**config.mk**
```make
export PLATFORM = sky130hd
export DESIGN_NAME = xing_signal_ctrl
export DESIGN_NICKNAME = d
export VERILOG_FILES = /design/src/rtl/xing_pkg.sv /design/src/rtl/xing_sync.sv /design/src/rtl/xing_timer.sv /design/src/rtl/xing_phase_fsm.sv /design/src/rtl/xing_lamp_decode.sv /design/src/rtl/xing_signal_ctrl.sv
export SDC_FILE = /design/constraint.sdc
export NUM_CORES = 1
export LEC_CHECK = 0
export BUFFER_PORTS_ARGS = -buffer_cell sky130_fd_sc_hd__clkbuf_2
export CAP_MARGIN = 20
export CORE_MARGIN = 2
export CORE_UTILIZATION = 53
export CTS_BUF_LIST = sky130_fd_sc_hd__clkbuf_4
export DETAILED_ROUTE_END_ITERATION = 7
export PLACE_DENSITY = 0.78
export SYNTH_ARGS = -nofsm -noshare
export SYNTH_HDL_FRONTEND = slang
export SYNTH_SLANG_ARGS = --single-unit
```
**constraint.sdc**
```tcl
create_clock -name clk -period 1.7 [get_ports clk]
set_input_delay 0.085 -clock clk [delete_from_list [all_inputs] [get_ports clk]]
set_output_delay 0.085 -clock clk [all_outputs]
set_load 0.02 [all_outputs]
```
**src/rtl/xing_pkg.sv**
```systemverilog
package xing_pkg;

  typedef enum logic [1:0] {
    LAMP_RED   = 2'b00,
    LAMP_AMBER = 2'b01,
    LAMP_GREEN = 2'b10
  } lamp_t;

  typedef enum logic [2:0] {
    PH_HWY_GO,
    PH_HWY_AMBER,
    PH_CTRY_GO,
    PH_CTRY_AMBER,
    PH_RAIL_GO,
    PH_CLEAR
  } phase_t;

endpackage

```
**src/rtl/xing_sync.sv**
```systemverilog
module xing_sync #(
  parameter int WIDTH  = 3,
  parameter int STAGES = 2
) (
  input  logic             clk,
  input  logic             rst,
  input  logic [WIDTH-1:0] d,
  output logic [WIDTH-1:0] q
);

  logic [STAGES-1:0][WIDTH-1:0] pipe;

  always_ff @(posedge clk) begin
    if (rst) begin
      pipe <= '0;
    end else begin
      pipe[0] <= d;
      for (int i = 1; i < STAGES; i++) begin
        pipe[i] <= pipe[i-1];
      end
    end
  end

  assign q = pipe[STAGES-1];

endmodule

```
**src/rtl/xing_timer.sv**
```systemverilog
module xing_timer #(
  parameter int LIMIT = 8,
  parameter int CW    = 4
) (
  input  logic          clk,
  input  logic          rst,
  input  logic          clr,
  output logic [CW-1:0] count
);

  localparam logic [CW-1:0] TOP = CW'(LIMIT);

  // Counts cycles spent in the current phase; sticks at TOP.
  always_ff @(posedge clk) begin
    if (rst || clr) begin
      count <= '0;
    end else if (count != TOP) begin
      count <= count + 1'b1;
    end
  end

endmodule

```
**src/rtl/xing_phase_fsm.sv**
```systemverilog
module xing_phase_fsm
  import xing_pkg::*;
#(
  parameter int YELLOW_CYC = 3,
  parameter int CLEAR_CYC  = 2,
  parameter int CTRY_MAX   = 8,
  parameter int HWY_MIN    = 8,
  parameter int CW         = 4
) (
  input  logic          clk,
  input  logic          rst,
  input  logic          train_s,
  input  logic          ctry_s,
  input  logic          dense_s,
  input  logic [CW-1:0] elapsed,
  output phase_t        phase,
  output logic          restart
);

  localparam logic [CW-1:0] AMB_LAST  = CW'(YELLOW_CYC - 1);
  localparam logic [CW-1:0] CLR_LAST  = CW'(CLEAR_CYC - 1);
  localparam logic [CW-1:0] CTRY_LAST = CW'(CTRY_MAX - 1);
  localparam logic [CW-1:0] HWY_LAST  = CW'(HWY_MIN - 1);

  phase_t nxt;
  logic   to_ctry, to_ctry_nxt;

  always_comb begin
    nxt         = phase;
    to_ctry_nxt = to_ctry;
    case (phase)
      PH_HWY_GO: begin
        if (train_s) begin
          nxt         = PH_HWY_AMBER;
          to_ctry_nxt = 1'b0;
        end else if (ctry_s && !dense_s && elapsed >= HWY_LAST) begin
          nxt         = PH_HWY_AMBER;
          to_ctry_nxt = 1'b1;
        end
      end
      PH_HWY_AMBER: begin
        if (elapsed == AMB_LAST) begin
          if (train_s)      nxt = PH_RAIL_GO;
          else if (to_ctry) nxt = PH_CTRY_GO;
          else              nxt = PH_CLEAR;
        end
      end
      PH_CTRY_GO: begin
        if (train_s || !ctry_s || elapsed == CTRY_LAST) nxt = PH_CTRY_AMBER;
      end
      PH_CTRY_AMBER: begin
        if (elapsed == AMB_LAST) nxt = train_s ? PH_RAIL_GO : PH_HWY_GO;
      end
      PH_RAIL_GO: begin
        if (!train_s) nxt = PH_CLEAR;
      end
      PH_CLEAR: begin
        if (train_s)                    nxt = PH_RAIL_GO;
        else if (elapsed == CLR_LAST)   nxt = PH_HWY_GO;
      end
      default: nxt = PH_HWY_GO;
    endcase
  end

  assign restart = (nxt != phase);

  always_ff @(posedge clk) begin
    if (rst) begin
      phase   <= PH_HWY_GO;
      to_ctry <= 1'b0;
    end else begin
      phase   <= nxt;
      to_ctry <= to_ctry_nxt;
    end
  end

  // heavy highway traffic keeps the highway in charge
  a_r5_dense_holds_hwy: assert property (@(posedge clk) disable iff (rst)
    (phase == PH_HWY_GO && dense_s && !train_s) |=> (phase == PH_HWY_GO));

  // railway stays open while the train is seen
  a_r3_rail_held: assert property (@(posedge clk) disable iff (rst)
    (phase == PH_RAIL_GO && train_s) |=> (phase == PH_RAIL_GO));

  // train re-seen during clearance reopens the railway at once
  a_r11_clear_reopen: assert property (@(posedge clk) disable iff (rst)
    (phase == PH_CLEAR && train_s) |=> (phase == PH_RAIL_GO));

endmodule

```
**src/rtl/xing_lamp_decode.sv**
```systemverilog
module xing_lamp_decode
  import xing_pkg::*;
#(
  parameter int YELLOW_CYC = 3
) (
  input  logic   clk,
  input  logic   rst,
  input  phase_t phase,
  output lamp_t  hwy_o,
  output lamp_t  ctry_o,
  output logic   rail_o
);

  localparam int RW = $clog2(YELLOW_CYC + 2);

  always_comb begin
    hwy_o  = LAMP_RED;
    ctry_o = LAMP_RED;
    rail_o = 1'b0;
    case (phase)
      PH_HWY_GO:     hwy_o  = LAMP_GREEN;
      PH_HWY_AMBER:  hwy_o  = LAMP_AMBER;
      PH_CTRY_GO:    ctry_o = LAMP_GREEN;
      PH_CTRY_AMBER: ctry_o = LAMP_AMBER;
      PH_RAIL_GO:    rail_o = 1'b1;
      default: ;
    endcase
  end

  // Amber run lengths, watched by the R9 checks below
  logic [RW-1:0] hwy_amb_run, ctry_amb_run;

  always_ff @(posedge clk) begin
    if (rst) begin
      hwy_amb_run  <= '0;
      ctry_amb_run <= '0;
    end else begin
      hwy_amb_run  <= (hwy_o  == LAMP_AMBER) ? hwy_amb_run  + 1'b1 : '0;
      ctry_amb_run <= (ctry_o == LAMP_AMBER) ? ctry_amb_run + 1'b1 : '0;
    end
  end

  a_r8_roads_exclusive: assert property (@(posedge clk) disable iff (rst)
    (hwy_o == LAMP_RED) || (ctry_o == LAMP_RED));

  a_r8_rail_roads_red: assert property (@(posedge clk) disable iff (rst)
    rail_o |-> (hwy_o == LAMP_RED && ctry_o == LAMP_RED));

  a_r9_hwy_no_skip: assert property (@(posedge clk) disable iff (rst)
    ($past(hwy_o) == LAMP_GREEN && hwy_o != LAMP_GREEN) |-> (hwy_o == LAMP_AMBER));

  a_r9_ctry_no_skip: assert property (@(posedge clk) disable iff (rst)
    ($past(ctry_o) == LAMP_GREEN && ctry_o != LAMP_GREEN) |-> (ctry_o == LAMP_AMBER));

  a_r9_hwy_amber_len: assert property (@(posedge clk) disable iff (rst)
    (hwy_o != LAMP_AMBER && hwy_amb_run != 0) |-> (hwy_amb_run == RW'(YELLOW_CYC)));

  a_r9_ctry_amber_len: assert property (@(posedge clk) disable iff (rst)
    (ctry_o != LAMP_AMBER && ctry_amb_run != 0) |-> (ctry_amb_run == RW'(YELLOW_CYC)));

  // the railway never opens straight after a green road
  a_r2_rail_after_red: assert property (@(posedge clk) disable iff (rst)
    $rose(rail_o) |-> ($past(hwy_o) != LAMP_GREEN && $past(ctry_o) != LAMP_GREEN));

endmodule

```
**src/rtl/xing_signal_ctrl.sv**
```systemverilog
module xing_signal_ctrl
  import xing_pkg::*;
#(
  parameter int YELLOW_CYC  = 3,
  parameter int CLEAR_CYC   = 2,
  parameter int CTRY_MAX    = 8,
  parameter int HWY_MIN     = 8,
  parameter int SYNC_STAGES = 2
) (
  input  logic       clk,
  input  logic       rst,
  input  logic       train_in,
  input  logic       ctry_in,
  input  logic       hwy_dense,
  output logic [1:0] hwy_lamp,
  output logic [1:0] ctry_lamp,
  output logic       rail_go
);

  localparam int LIM_A   = (YELLOW_CYC > CLEAR_CYC) ? YELLOW_CYC : CLEAR_CYC;
  localparam int LIM_B   = (CTRY_MAX > HWY_MIN) ? CTRY_MAX : HWY_MIN;
  localparam int T_LIMIT = (LIM_A > LIM_B) ? LIM_A : LIM_B;
  localparam int CW      = $clog2(T_LIMIT + 1);

  logic [2:0]    sens_s;
  logic [CW-1:0] elapsed;
  logic          restart;
  phase_t        phase;
  lamp_t         hwy_l, ctry_l;

  xing_sync #(.WIDTH(3), .STAGES(SYNC_STAGES)) u_sync (
    .clk (clk),
    .rst (rst),
    .d   ({train_in, ctry_in, hwy_dense}),
    .q   (sens_s)
  );

  xing_timer #(.LIMIT(T_LIMIT), .CW(CW)) u_timer (
    .clk   (clk),
    .rst   (rst),
    .clr   (restart),
    .count (elapsed)
  );

  xing_phase_fsm #(
    .YELLOW_CYC (YELLOW_CYC),
    .CLEAR_CYC  (CLEAR_CYC),
    .CTRY_MAX   (CTRY_MAX),
    .HWY_MIN    (HWY_MIN),
    .CW         (CW)
  ) u_fsm (
    .clk     (clk),
    .rst     (rst),
    .train_s (sens_s[2]),
    .ctry_s  (sens_s[1]),
    .dense_s (sens_s[0]),
    .elapsed (elapsed),
    .phase   (phase),
    .restart (restart)
  );

  xing_lamp_decode #(.YELLOW_CYC(YELLOW_CYC)) u_lamps (
    .clk    (clk),
    .rst    (rst),
    .phase  (phase),
    .hwy_o  (hwy_l),
    .ctry_o (ctry_l),
    .rail_o (rail_go)
  );

  assign hwy_lamp  = hwy_l;
  assign ctry_lamp = ctry_l;

endmodule

```
Yosys cells after proc, flatten, opt, wreduce, memory -nomap -nowiden

Index checks and enable logic that the tools add are counted.

Output and inout port bits: 5
Word-level logic and storage cells: 44
Register bits: 14
Bits of input ports: 5

Add/sub/neg operators: 1
Reduce and logical (&&, ||, !) cells: 10
Muxes and demuxes: 17
Order comparisons: 1
Equality and inequality tests: 10

Operator list:

| operator            | number |
|---|---|
| $mux 3              | 11 |
| $pmux 3 s6          | 1 |
| $pmux 2 s2          | 2 |
| $eq 3x2->1 const B  | 2 |
| $eq 3x3->1 const B  | 2 |
| $add 4x1->4 const B | 1 |
| $eq 4x1->1 const B  | 1 |
| $eq 4x2->1 const B  | 1 |
| $eq 4x3->1 const B  | 1 |
| $ge 4x3->1 const B  | 1 |
| $ne 4x4->1 const B  | 1 |
| $eq 3x1->1 const B  | 1 |
| $logic_not 3->1     | 1 |
| $logic_or 1x1->1    | 3 |
| $mux 1              | 3 |
| $ne 3x3->1          | 1 |
| $logic_and 1x1->1   | 2 |
| $logic_not 1->1     | 2 |
| $reduce_and 2->1    | 1 |
| $reduce_bool 2->1   | 1 |

Longest topological paths before layout

Gate-level depths: netlist of the first run.

Depth in word-level cells: 8
Gate-level depth with buffers: 7
Depth with buffers taken out: 7

By module

From an unflattened synthesis of the first run, not the netlist that was laid out.

Cell total of the unflattened synthesis: 81
Area, all modules: 773.2 um2

Modules (own cells, without submodules):

| module           | instances | sequential area each (um2) | cells an instance | area an instance (um2) |
|---|---|---|---|---|
| xing_phase_fsm   | 1         | 80.1                       | 41                | 350.3 |
| xing_timer       | 1         | 80.1                       | 20                | 205.2 |
| xing_sync        | 1         | 120.1                      | 15                | 180.2 |
| xing_lamp_decode | 1         | 0.0                        | 5                 | 37.5 |

Least setup slack after synthesis of the first run

OpenSTA, ideal clock, no wires.

Path kind: register to register
From: register u_timer.count[0]
To: register u_timer.count[1]
Stages on the path, launching flop included: 7
Clock period less this slack: 1.741 ns
Data required time: 1.605 ns
Arrival: 1.646 ns
Slack: -0.041 ns
Cells stage by stage: dfxtp_1 ha_1 a21o_1 a31oi_1 o22ai_1 a2111o_1 a221oi_1

Longest elaborated chain between the ends: 7
Elaborated cells on any way between the ends: 18
Classes of those cells: add/sub (1); order compare (1); eq/ne (5); mux (8); reduce/logical (3)

RTL lines:

| item                     | RTL line             | source |
|---|---|---|
| start: declaration       | xing_timer.sv:8      | `output logic [CW-1:0] count` |
| start signal: assignment | xing_timer.sv:18     | `count <= count + 1'b1;` |
| $ge 4x3->1               | xing_phase_fsm.sv:36 | `end else if (ctry_s && !dense_s && elapsed >= HWY_LAST) begin` |
| $logic_and 1x1->1        | xing_phase_fsm.sv:36 |  |
| $mux 3                   | xing_phase_fsm.sv:36 |  |
| $mux 3                   | xing_phase_fsm.sv:33 | `if (train_s) begin` |
| $pmux 3 s6               | xing_phase_fsm.sv:31 | `case (phase)` |
| $ne 3x3->1               | xing_phase_fsm.sv:65 | `assign restart = (nxt != phase);` |
| $logic_or 1x1->1         | xing_timer.sv:15     | `if (rst \|\| clr) begin` |

Parallel ways exist; a longest one is shown, timed or not.
A chain may end at the register's enable or synchronous reset.

Worst setup path after layout of the first run

From: register u_timer.count[1]
To: register u_timer.count[1]

Same word-level chain as after synthesis.

==> results of run 1 <==
## power groups by stage
stage / Combinational [mW] / Sequential [mW] / Clock (mW)
floorplan: 0.135 / 0.369 / 0
global placement: 0.207 / 0.377 / 0
detailed placement: 0.213 / 0.378 / 0
CTS: 0.251 / 0.378 / 0.202
global route: 0.307 / 0.393 / 0.214
finish: 0.284 / 0.390 / 0.194
## cell usage after synthesis (all sizes together) (2+ instances only)
master,number,area share [%]
nand2,6,2.8
dfxtp,14,34
ha,4,6.1
a31oi,2,2.3
a221oi,4,4.3
o211ai,2,1.8
a21oi,2,1.7
nor2,7,3.2
nor2b,8,6.1
or2b,2,2.0
a211oi,3,2.8
nor3,3,2.5
o21ai,3,1.8
buf,4,5.1
inv,7,3.2
## repair_timing
item,4_1_cts,5_1_grt
resized for setup,15,16
endpoints found under the setup margin,5,8
pin swaps,10,11
buffers inserted,4,2
## worst max-delay path by stage
stage                startpoint          endpoint  slack [ns]  depth (start not counted)
2_1_floorplan  u_timer.count[0]  u_timer.count[1]        0.02                          6
3_3_place_gp   u_timer.count[0]  u_timer.count[2]       -0.10                          6
3_5_place_dp   u_timer.count[0]  u_timer.count[2]       -0.13                          6
4_1_cts        u_timer.count[0]  u_timer.count[2]       -0.11                          6
5_1_grt        u_timer.count[0]  u_timer.count[1]       -0.15                          6
6_report       u_timer.count[1]  u_timer.count[1]       -0.08                          6
## flip-flops by register name (all words and copies together), names as in the netlist
| signal | count |
|---|---|
| u_sync.pipe | 3 |
| u_fsm.phase | 3 |
| u_sync.q | 3 |
| u_fsm.to_ctry | 1 |
| u_timer.count | 4 |
## layout make-up
class	instances	area, um2	share of cell area, %
Tap cell	16	20.0	1.77
Multi-Input combinational cell	61	566	50.0
Inverter	7	31.3	2.77
Clock buffer	3	22.5	1.99
Clock inverter	1	3.75	0.332
Sequential cell	14	293	25.9
Timing Repair Buffer	29	195	17.3
## cell families after synthesis
| family | after synthesis | share of synthesized area (%) |
|---|---|---|
| adder cells (fa/ha/maj) | 4 | 6.14 |
| flip-flops | 14 | 34.4 |
| buffers and inverters | 12 | 8.76 |
| XOR/XNOR | 2 | 2.15 |
| AND/OR/NAND/NOR | 34 | 28.4 |
| AO/OA/AOI/OAI | 21 | 20.1 |
## per-stage QoR
| step | setup TNS (ns) | cell area (um2) |
|---|---|---|
| 6_report | -0.175 | 1130 |
| 5_1_grt | -0.415 | 1130 |
| 3_3_place_gp | -0.278 | 940 |
| 2_1_floorplan | 0 | 815 |
| 3_5_place_dp | -0.445 | 940 |
| 4_1_cts | -0.356 | 1060 |
## critical path: stages (launching register included)
cell and delay (ns):
dfxtp_4 0.39, ha_4 0.17, a21o_1 0.17, a31oi_2 0.17, o22ai_2 0.11, a2111o_1 0.40
a221oi_2 0.29
## placed cells by master (no fill, tap or decap), types with 2 or more instances in the layout
cell type,count
a211oi_2,2
a221oi_1,2
a221oi_2,2
buf_4,20
clkbuf_2,9
clkbuf_4,3
dfxtp_1,8
dfxtp_2,4
dfxtp_4,2
ha_4,3
inv_1,5
inv_4,2
nand2_1,6
nor2_1,6
nor2b_1,7
nor3_2,2
o211ai_1,2
o21ai_0,2
## routing by layer
metal	global-route usage [%]	vias up	routed length [um]
met5	0	-	0
met1	28.3	353	888
li1	-	364	-
met3	8.09	4	70
met2	34.9	22	972
met4	6.67	0	25
==> key figures, run 1 <==
Power and ir drop
  – Worst VDD drop: roughly 0.6 mV
  – Flop pwr share: 44.9%
  – Net Sw Power: approximately 0.28 mW
  – Clk pwr share: 22.4%
  – P_leak: between 0.4 and 0.5 nW
  – Pint: 0.586 mW
  – Power density over the cells: 767 nW/um2
  – Comb pwr share: 32.7%
  – Net Sw Frac: between 30% and 40%
  – Power Total: 0.868 mW

Clock tree
  – Worst-Skew Late Latency: 0.29 ns
  – CTS tree: yes
  – Reg clk slew, reported paths: 0.09 ns
  – CTS Buf Count: 3
  – Clock Sinks: 14
  – Clock Tree Root: clkbuf_4
  – Clk buf depth: 2
  – Hold Buf Count CTS: 0
  – H-tree depth: 1

Place
  – Inst Count DP: 121
  – DP HPWL: around 1200 um
  – IO buf count: 9
  – DP Worst Slack: -0.131 ns
  – Final RePlAce weighted congestion: 0.749

Timing
  – Slew Limit Fails: 0
  – Final Hold Viols: 0
  – Max Fclk: about 0.56 GHz
  – Rel. slew slack: between 70% and 80%
  – RSZ-0062 raised after global routing: true
  – Final Critical Period: approximately 1.8 ns
  – Worst Max-Slew Pin Slew: 0.355 ns
  – Min Hold Slack: 0.0147 ns
  – Fin crit share: 105%
  – Final clock skew: around 0.011 ns
  – Final Setup Violations: 4
  – Setup ws final: -0.0832 ns

Routing
  – Drt via density: 5.67
  – Routed wire length: approximately 2000 um
  – Drt pass-1 iters: 4
  – Antenna Nets Post-Route: 0
  – DR vias: around 740
  – Residual DRC: 0
  – Initial DRC count: 14
  – Wire per inst: approximately 15 um

Synth
  – Syn_nets: 96
  – Seq cells post-synth: 14
  – Post-Synthesis Cells: just under 90
  – Synthesized area: 815 um2
  – Ys Warns: 0
  – Sequential area share after synthesis: 34.4%
  – Synth Flop Type: dfxtp_1
  – Async SR Flop Fraction: 0%
  – Syn Area/Cell: 9.36 um2
  – EDFF count, synth: 0
  – Yosys cell types: 36

Cells and area
  – Antenna diodes: 0
  – Non-filler instance count after layout: 131
  – Nets: between 100 and 150
  – # fillers: 87
  – Layout cell share with drive strength beyond 1: 51.3%
  – Area Overhead vs Synth: 38.9%
  – Final core utilization: 76.9%

Floorplan
  – Die X: 43.2 um
  – Number of top-level pins: 10
  – Die area: 1870 um2
  – Core area: 1470 um2
  – Row Count: 14
  – Initial Util: a little under three fifths
  – Die height: 43.2 um

Setup path
  – Required @ worst endpoint: 1.90 ns
  – CP max FO: 4
  – RR Endpoint: u_timer.count[1]
  – Crit end category: register
  – Worst setup SP type: register
  – Setup slack, reg-to-reg: -0.08 ns
  – Origin of the critical flop-to-flop path: u_timer.count[1]
  – CP arrival: 1.99 ns
  – Critical path type: register to register
  – R2R depth: 6

Hold path
  – Hold crit path type: input port to register
  – Hold Path Depth: 2
  – Worst Hold Endpoint: u_sync.pipe[2]
  – Hold Crit Start: train_in

GRT
  – Largest net degree at the start of global routing: 13
  – Total gr overflow: 0
  – Initial antenna violation count: 0
  – Number of global-route vias before repair: about 690
  – Gr usage total: 22.3%
  – First-pass GRT wire length: around 3000 um

Status
  – Failing checks: setup timing
  – Outcome: finished, violations left

Flow run
  – MaxCap Viol Count: 0
Power figures use the tool's default switching activity.
==> run 2: changes to the inputs <==
- CORE_UTILIZATION: 53 -> 52
- PLACE_DENSITY: 0.78 -> 0.77
- SYNTH_HIERARCHICAL: default -> 1
==> run 2 against run 1 <==
The flow still finishes with violations (setup timing); clock power hardly changed; synthesized cell count is 6.9% lower; sequential share of layout area is 2.7 points higher; maximum frequency increased by 1.1%; sequential power is 8.2% lower; first-iteration DRC count increased by 21%; via count down 10%; global-route usage is 2.8 points lower; die area decreased by 2.9%; non-clock buffer count shrank 7; combinational power fell by 35%; register-to-register slack gained 0.02 ns; critical endpoint is now u_timer/count[3]; largest power group unchanged.
==> key figures, run 2 <==
Synth
  – Async SR Flop Fraction: 0%
  – Synthesized area: 773 um2
  – Synth Flop Type: dfxtp_1
  – EDFF count, synth: 0
  – Yosys cell types: 36
  – Ys Warns: 6
  – Biggest area consumer among synthesized cells: dfxtp_1
  – Post-synth top area share: a little over a third
  – Post-synth top cells: dfxtp_1, nor2b_1, nor3_1
  – Sequential area share after synthesis: between 30% and 40%
  – Seq cells post-synth: 14
  – Count leader, synth: dfxtp_1
  – Syn_nets: between 80 and 90
  – Syn Area/Cell: 9.55 um2
  – Post-Synthesis Cells: 81
  – Top post-synthesis cells by area: dfxtp_1, nor2b_1, nor3_1, buf_4, o41ai_4

Floorplan
  – Die X: 42.6 um
  – Core area: about 1400 um2
  – Number of top-level pins: 10
  – Die area: ~1800 um2
  – Initial Util: between 50% and 60%
  – Die height: 42.6 um
  – Row Count: 13

Clock tree
  – Clock Sinks: 14
  – Worst-Skew Late Latency: roughly 0.28 ns
  – Clock Tree Root: clkbuf_4
  – H-tree depth: 1
  – CTS tree: yes
  – Reg clk slew, reported paths: about 0.090 ns
  – Clk buf depth: 2
  – CTS Buf Count: 3

Timing
  – Final Hold Viols: 0
  – Setup ws final: -0.0630 ns
  – Final Setup Violations: 4
  – Worst Max-Slew Pin Slew: 0.404 ns
  – Final clock skew: about 0.0045 ns
  – Slew Limit Fails: 0
  – Max Fclk: roughly 0.57 GHz
  – RSZ-0062 raised after global routing: true
  – Rel. slew slack: 73.0%
  – Final Critical Period: 1.76 ns
  – Fin crit share: 104%

Setup path
  – CP max-delay cell: or3b_4
  – Required @ worst endpoint: about 1.9 ns
  – CP max FO: 4
  – Critical path type: register to register
  – Critical Path Source: u_fsm/phase[0]
  – CP max stage delay: 0.42 ns
  – Crit end category: register
  – CP arrival: ~1.9 ns
  – CP cell instances: or3b_4 > o311ai_4 > o211a_1 > mux2i_4 > nor3_1
  – Origin of the critical flop-to-flop path: u_fsm/phase[0]
  – Worst setup SP type: register

Place
  – IO buf count: 9
  – Placed instance area: 912 um2
  – DP HPWL: 1230 um
  – Final RePlAce weighted congestion: between 0.8 and 0.9

Cells and area
  – Biggest register: u_timer/count
  – Antenna diodes: 0
  – Final core utilization: 73.6%
  – Max reg flops: 4
  – Commonest non-fill, non-tap cells in the layout: buf_4, dfxtp_1, clkbuf_2, nor2b_1, inv_1
  – Nets: 111
  – # fillers: 95
  – Layout cell share with drive strength beyond 1: 36.9%
  – Area Overhead vs Synth: 28.5%
  – Final instance area: 993 um2

GRT
  – Initial antenna violation count: 0
  – Gr usage total: 19.4%
  – First-pass GRT wire length: 2720 um
  – Number of global-route vias before repair: ~640
  – Largest net degree at the start of global routing: 15
  – Total gr overflow: 0

Power and ir drop
  – P_leak: ~0.40 nW
  – Worst VDD drop: 0.555 mV
  – Power Total: 0.736 mW
  – Power density over the cells: 741 nW/um2

Flow run
  – MaxCap Viol Count: 0

Routing
  – Met3 Wirelength: 58 um
  – Routed wire length: 1730 um
  – Initial DRC count: 17
  – Residual DRC: 0
  – DR vias: 665
  – Drt via density: 5.64
  – Antenna Nets Post-Route: 0
  – DR WL met2: a little under 900 um
  – Wire per inst: 14.6 um
  – Drt pass-1 iters: 4
  – M1 wire length: 779 um
  – Highest routed layer: met3

Status
  – Failing checks: setup timing
  – Outcome: finished, violations left

Hold path
  – Hold Crit Start: hwy_dense
  – Hold crit path type: input port to register
-- run 2: changes by cell type after synthesis, sizes merged, moves of 3 or more --
cell / before / now
nor2: 7 / 4
a221oi: 4 / 1
nand2: 6 / 3
nor3: 3 / 6
-- run 2: through the flow --
step	worst slack [ns]	std cells	TNS, ns	hold slack [ns]
floorplan	0.0145	81	0	0.145
global placement	0.0176	114	0	0.292
detailed placement	-0.0615	114	-0.0615	0.302
CTS	-0.0177	118	-0.0491	0.0170
global route	-0.139	118	-0.509	0.0226
finish	-0.0630	118	-0.224	0.0206
-- run 2: logic make-up (layout without fill, tap and decap cells) --
group | count (synthesis) | after routing | share of synthesized area [%]
adder cells (fa/ha/maj) | 2 | 2 | 3.24
buffers and inverters | 9 | 31 | 6.31
AO/OA/AOI/OAI | 16 | 16 | 19.4
AND/OR/NAND/NOR | 36 | 36 | 29.9
flip-flops | 14 | 14 | 36.2
multiplexers | 2 | 2 | 2.59
XOR/XNOR | 2 | 2 | 2.27
-- run 2: power breakdown --
group | total, mW | internal (mW) | leakage [nW] | switching [mW]
combinational | 0.185 | 0.0833 | 0.266 | 0.102
sequential | 0.358 | 0.345 | 0.115 | 0.0128
clock | 0.193 | 0.0850 | 0.0154 | 0.108
total | 0.736 | 0.513 | 0.397 | 0.223
-- run 2: path summary, 6_finish.rpt --
path	endpoint	slack, ns	depth (start not counted)
worst max register to register	u_timer/count[3]	-0.06	5
worst min register to register	u_sync/q[1]	0.45	1
worst min-delay path	u_sync/pipe[0]	0.02	2
worst max-delay path	u_timer/count[3]	-0.06	5
-- run 2: critical path, delay by kind of cell (launching register included) --
kind	cells	cell delay, ns
muxes	1	0.29
and+or+nand+nor	2	0.51
DFF	1	0.35
AOI/OAI and AO/OA	2	0.51
-- run 2: layout make-up --
type / instances / area (um2) / share of cell area (%)
Tap cell: 15 / 18.8 / 1.89
Clock buffer: 3 / 22.5 / 2.27
Inverter: 5 / 18.8 / 1.89
Sequential cell: 14 / 284 / 28.6
Multi-Input combinational cell: 58 / 503 / 50.6
Timing Repair Buffer: 22 / 143 / 14.4
Clock inverter: 1 / 3.75 / 0.378
-- run 2: metal layers --
metal	global-route usage [%]	vias up
li1	-	337
met1	24.7	312
met2	34.8	16
met3	2.59	0
met4	3.75	0
met5	0	-
-- run 2: repair_timing --
| item | 4_1_cts | 5_1_grt |
|---|---|---|
| resized for setup | 1 | 8 |
| hold buffers | 0 | 0 |
| setup endpoints to repair | 4 | 4 |
| gates cloned | 0 | 0 |
| pin swaps | 1 | 0 |
| setup buffers | 0 | 0 |
